## src/rtl/irqc_pkg.sv

```systemverilog
package irqc_pkg;
  localparam int NSRC     = 3;
  localparam int SRC_UPD  = 0;
  localparam int SRC_ALM  = 1;
  localparam int SRC_PER  = 2;
  localparam int DW       = 8;
  localparam int FLAG_LSB = 4;
  localparam int SUM_BIT  = 7;
  localparam int EN_LSB   = 3;
  localparam int EN_W     = NSRC + 1;
endpackage

```

## src/rtl/irqc_enable_reg.sv

```systemverilog
module irqc_enable_reg #(
  parameter int DW     = 8,
  parameter int EN_LSB = 3,
  parameter int EN_W   = 4
) (
  input  logic            clk,
  input  logic            rst_n,
  input  logic            we,
  input  logic [DW-1:0]   wdata,
  output logic [EN_W-1:0] en_q
);
  always_ff @(posedge clk or negedge rst_n) begin
    if (!rst_n)  en_q <= '0;
    else if (we) en_q <= wdata[EN_LSB +: EN_W];
  end
endmodule

```

## src/rtl/irqc_flag_bank.sv

```systemverilog
module irqc_flag_bank #(
  parameter int N = 3
) (
  input  logic         clk,
  input  logic         rst_n,
  input  logic         rd,
  input  logic         rd_end,
  input  logic [N-1:0] evt,
  output logic [N-1:0] flags,
  output logic [N-1:0] held
);
  for (genvar i = 0; i < N; i++) begin : g_src
    always_ff @(posedge clk or negedge rst_n) begin
      if (!rst_n) begin
        flags[i] <= 1'b0;
        held[i]  <= 1'b0;
      end else if (rd) begin
        held[i]  <= held[i] | evt[i];
      end else if (rd_end) begin
        flags[i] <= held[i] | evt[i];
        held[i]  <= 1'b0;
      end else begin
        flags[i] <= flags[i] | evt[i];
      end
    end
  end
endmodule

```

## src/rtl/irqc_irq_combine.sv

```systemverilog
module irqc_irq_combine #(
  parameter int N       = 3,
  parameter int UPD_IDX = 0
) (
  input  logic [N-1:0] flags,
  input  logic [N-1:0] en,
  input  logic         set_hold,
  output logic         irq_any
);
  logic [N-1:0] act;
  for (genvar i = 0; i < N; i++) begin : g_act
    if (i == UPD_IDX) begin : g_upd
      assign act[i] = flags[i] & en[i] & ~set_hold;
    end else begin : g_plain
      assign act[i] = flags[i] & en[i];
    end
  end
  assign irq_any = |act;
endmodule

```

## src/rtl/irq_flag_ctrl.sv

```systemverilog
module irq_flag_ctrl
  import irqc_pkg::*;
(
  input  logic       clk,
  input  logic       rst_n,
  input  logic       evt_periodic,
  input  logic       evt_alarm,
  input  logic       evt_update,
  input  logic       set_hold,
  input  logic       rd_flags,
  input  logic       ctl_we,
  input  logic [7:0] ctl_wdata,
  output logic [7:0] ctl_q,
  output logic [7:0] flag_q,
  output logic       irq_pull
);
  logic [NSRC-1:0] evt_vec;
  logic [NSRC-1:0] flag_vec;
  logic [NSRC-1:0] held_vec;
  logic [EN_W-1:0] en_q;
  logic            rd_q;
  logic            rd_end;
  logic            irq_any;
  logic [DW-1:0]   live;
  logic [DW-1:0]   snap;

  always_comb begin
    evt_vec          = '0;
    evt_vec[SRC_PER] = evt_periodic;
    evt_vec[SRC_ALM] = evt_alarm;
    evt_vec[SRC_UPD] = evt_update;
  end

  always_ff @(posedge clk or negedge rst_n) begin
    if (!rst_n) rd_q <= 1'b0;
    else        rd_q <= rd_flags;
  end
  assign rd_end = rd_q & ~rd_flags;

  irqc_enable_reg #(.DW(DW), .EN_LSB(EN_LSB), .EN_W(EN_W)) u_en (
    .clk(clk), .rst_n(rst_n), .we(ctl_we), .wdata(ctl_wdata), .en_q(en_q)
  );

  irqc_flag_bank #(.N(NSRC)) u_flags (
    .clk(clk), .rst_n(rst_n), .rd(rd_flags), .rd_end(rd_end),
    .evt(evt_vec), .flags(flag_vec), .held(held_vec)
  );

  irqc_irq_combine #(.N(NSRC), .UPD_IDX(SRC_UPD)) u_comb (
    .flags(flag_vec), .en(en_q[EN_W-1:1]), .set_hold(set_hold), .irq_any(irq_any)
  );

  always_comb begin
    live                        = '0;
    live[SUM_BIT]               = irq_any;
    live[FLAG_LSB +: NSRC]      = flag_vec;
  end

  always_ff @(posedge clk or negedge rst_n) begin
    if (!rst_n)                  snap <= '0;
    else if (rd_flags && !rd_q)  snap <= live;
  end

  assign flag_q   = rd_q ? snap : live;
  assign irq_pull = irq_any;

  always_comb begin
    ctl_q                    = '0;
    ctl_q[EN_LSB +: EN_W]    = en_q;
  end
endmodule

```

## config.mk

```make
export PLATFORM = sky130hd
export DESIGN_NAME = irq_flag_ctrl
export DESIGN_NICKNAME = d
export VERILOG_FILES = /design/src/rtl/irqc_pkg.sv /design/src/rtl/irqc_enable_reg.sv /design/src/rtl/irqc_flag_bank.sv /design/src/rtl/irqc_irq_combine.sv /design/src/rtl/irq_flag_ctrl.sv
export SDC_FILE = /design/constraint.sdc
export NUM_CORES = 1
export LEC_CHECK = 0
export CORE_UTILIZATION = 43
export CTS_CLUSTER_SIZE = 25
export DETAILED_ROUTE_END_ITERATION = 10
export PLACE_DENSITY = 0.9
export SETUP_SLACK_MARGIN = 0.4
export SLEW_MARGIN = 20
export SYNTH_ARGS = -nofsm -noshare
export SYNTH_HDL_FRONTEND = slang
export SYNTH_SLANG_ARGS = --single-unit
export TNS_END_PERCENT = 5
```

## constraint.sdc

```tcl
create_clock -name clk -period 2.7 [get_ports clk]
set_clock_uncertainty 0.2 [all_clocks]
set_input_delay 0.54 -clock clk [delete_from_list [all_inputs] [get_ports clk]]
set_output_delay 0.54 -clock clk [all_outputs]
set_load 0.02 [all_outputs]
```

==> qor.yml <==
place:
  placedCellCount: 95
  gp_congestion: 0.740
  io_buffer_count: 20
  post-dp-hpwl_um: 1020
routing:
  firstDrtPassIters: 7
  route.detailed.drc: 3
  ant_nets: 0
  vias_per_cell: 5.12
  avgRoutedWirePerCell_um: 14.2
  vias: 512
  wirelength_um: 1420
  drt_iter0_drc: 9
floorplanning:
  rows: 14
  core_um2: 1560
  ioPinCount: 33
  die-area_um2: 1890
  die_h_um: 43.5
  die_w_um: 43.5
  initial_core_util_pct: 47.4
setup_path:
  required_ns: 1.96
  crit_family: "buffers and inverters"
  worst-path-buf-inv: 2
  cpPeakStageDelay_ns: 0.48
  crit_path_end_kind: "output port"
  crit_type: "in -> out"
  startpoint_type: "input port"
  crit_slowest_cell: "clkdlybuf4s50_1"
  cp_max_fo: 3
  crit_chain: "clkdlybuf4s50_1 -> o21ai_2 -> mux2_2 -> dlygate4sd2_1"
  cp.arrival_ns: 1.69
yosys:
  seq_area_frac_synth_pct: 50.8
  synth_top_family_by_area: "multiplexers"
  syn_inst: 61
  synth_adder_area_share_pct: 0
  syn_area_um2: 739
  synth_compound_area_share_pct: 11.0
  yosys.area_share.simple_pct: 7.11
  synthXorXnorAreaFrac_pct: 0
  syn_area_per_cell_um2: 12.1
  synth.distinct_cells: 13
  synth_mux_area_share_pct: 20.3
  yosysWarnings: 0
  ys_ff_latch: 15
sta:
  holdWs_ns: 0.321
  slew_viol_final: 0
  finalCritPeriodShare_pct: 90.1
  max_clock_freq_mhz: 411
  period_needed_ns: 2.43
  setup_viol: 0
  worst_pin_slew_ns: 0.689
  relSlewSlack_pct: 54.0
  tns_ns: 0
  hold_violations: 0
  rsz0062_at_grt: "true"
power_and_ir_drop:
  leakage_nw: 0.426
  finalPower_w: 0.000568
  peakVddDrop_v: 0.000326
  powerDensity_nw_per_um2: 585
global_routing:
  gr-total-overflow: 0
  grt_pass1_vias: 483
  grt_max_degree: 16
  grt_pass1_wl_um: 2280
  grt_usage_pct: 17.5
  antenna_found_initial: 0
cts:
  clk_path_buf_depth: 2
  clkSinkCount: 15
  clk_pin_slew_worst_paths_ns: 0.09
  tritoncts: "built"
  htreeDepth: 1
  clk_latency_ns: 0.30
  cts-root-buf: "clkbuf_4"
  numCtsBuffers: 3
final_layout:
  syn_to_final_growth_pct: 31.1
  multi_input_area_um2: 314
  antenna_cells: 0
  final_layout_size_suffix_gt1_share_pct: 26.2
  finalNetCount: 101
  final_cell_mix: "clkdlybuf4s50_1, dfrtp_1, nor2_1, mux2_2, conb_1"
  fin_util_pct: 62.2
  fillers: 129
  layout_commonest_cell: "clkdlybuf4s50_1"
  stdcell_count: 100
  final-seq-area_um2: 377
worst_hold_path:
  hold_class: "reg -> reg"
outcome:
  status: "finished, violations left"
  violations: "design-rule violations"
run:
  maxCapViolCount: 0
per-stage QoR:
step | setup slack (ns) | cell area, µm²
detailed placement | 0.0322 | 918
CTS | 0.257 | 947
finish | 0.267 | 970
global placement | 0.0665 | 918
floorplan | 0.853 | 766
global route | 0.231 | 970
cells in the mapped netlist, drive strengths merged:
library cell  count  area share, %
conb              1           0.51
nor2             10            5.1
dfrtp            15             51
inv               1            1.2
o21ba             3            4.1
buf               9            9.1
mux2             12             20
o21ai             1            1.2
a21oi             6            4.1
nand2             2            2.0
a22oi             1            1.7
timing repair:
item,CTS,global route
gates resized for setup,3,1
hold buffers,0,0
hold endpoints to repair,0,0
buffers inserted,0,1
setup endpoints to repair,5,4
report_power, final:
group          leakage, nW  total [W]  switching, W  internal, W
combinational        0.248   0.000157     0.0000740    0.0000831
sequential           0.163   0.000273     0.0000217     0.000252
clock               0.0139   0.000137     0.0000807    0.0000565
flip-flops by register name, summed over array words and instances (netlist names):
register / cells
snap: 4
u_flags.held: 3
u_en.en_q: 4
u_flags.flags: 3
rd_q: 1
metal layers:
metal	wire length (µm)	global-route usage, %	vias up
li1	-	-	236
met1	588	20.4	253
met2	726	27.3	19
met3	72	7.50	4
met4	27	9.38	0
met5	0	0	-
worst paths after layout:
kind	from	endpoint	slack [ns]	depth (start not counted)
min reg2reg	snap[5]	snap[5]	0.32	1
max in group asynchronous	rst_n	rd_q	1.37	1
min	snap[5]	snap[5]	0.32	1
min in group asynchronous	rst_n	u_en.en_q[3]	0.45	1
max	set_hold	flag_q[7]	0.27	4
max reg2reg	rd_q	snap[6]	1.29	4
layout make-up:
class,count,area share (%)
Clock inverter,1,0.774
Multi-Input combinational cell,43,32.4
Tap cell,16,2.06
Inverter,1,0.903
Clock buffer,3,2.32
Sequential cell,15,38.8
Timing Repair Buffer,21,22.7
worst reg2reg max path, stage by stage (launching register included):
cell	delay, ns
dfrtp_2	0.48
buf_12	0.15
inv_6	0.07
nand2_4	0.08
mux2_4	0.32
cells by family after synthesis:
group / Yosys count
flops: 15
mux: 12
simple gates: 12
compound gates: 11
buf+inv: 10
other cells: 1
Note: power is estimated with default switching activity, not from simulation.
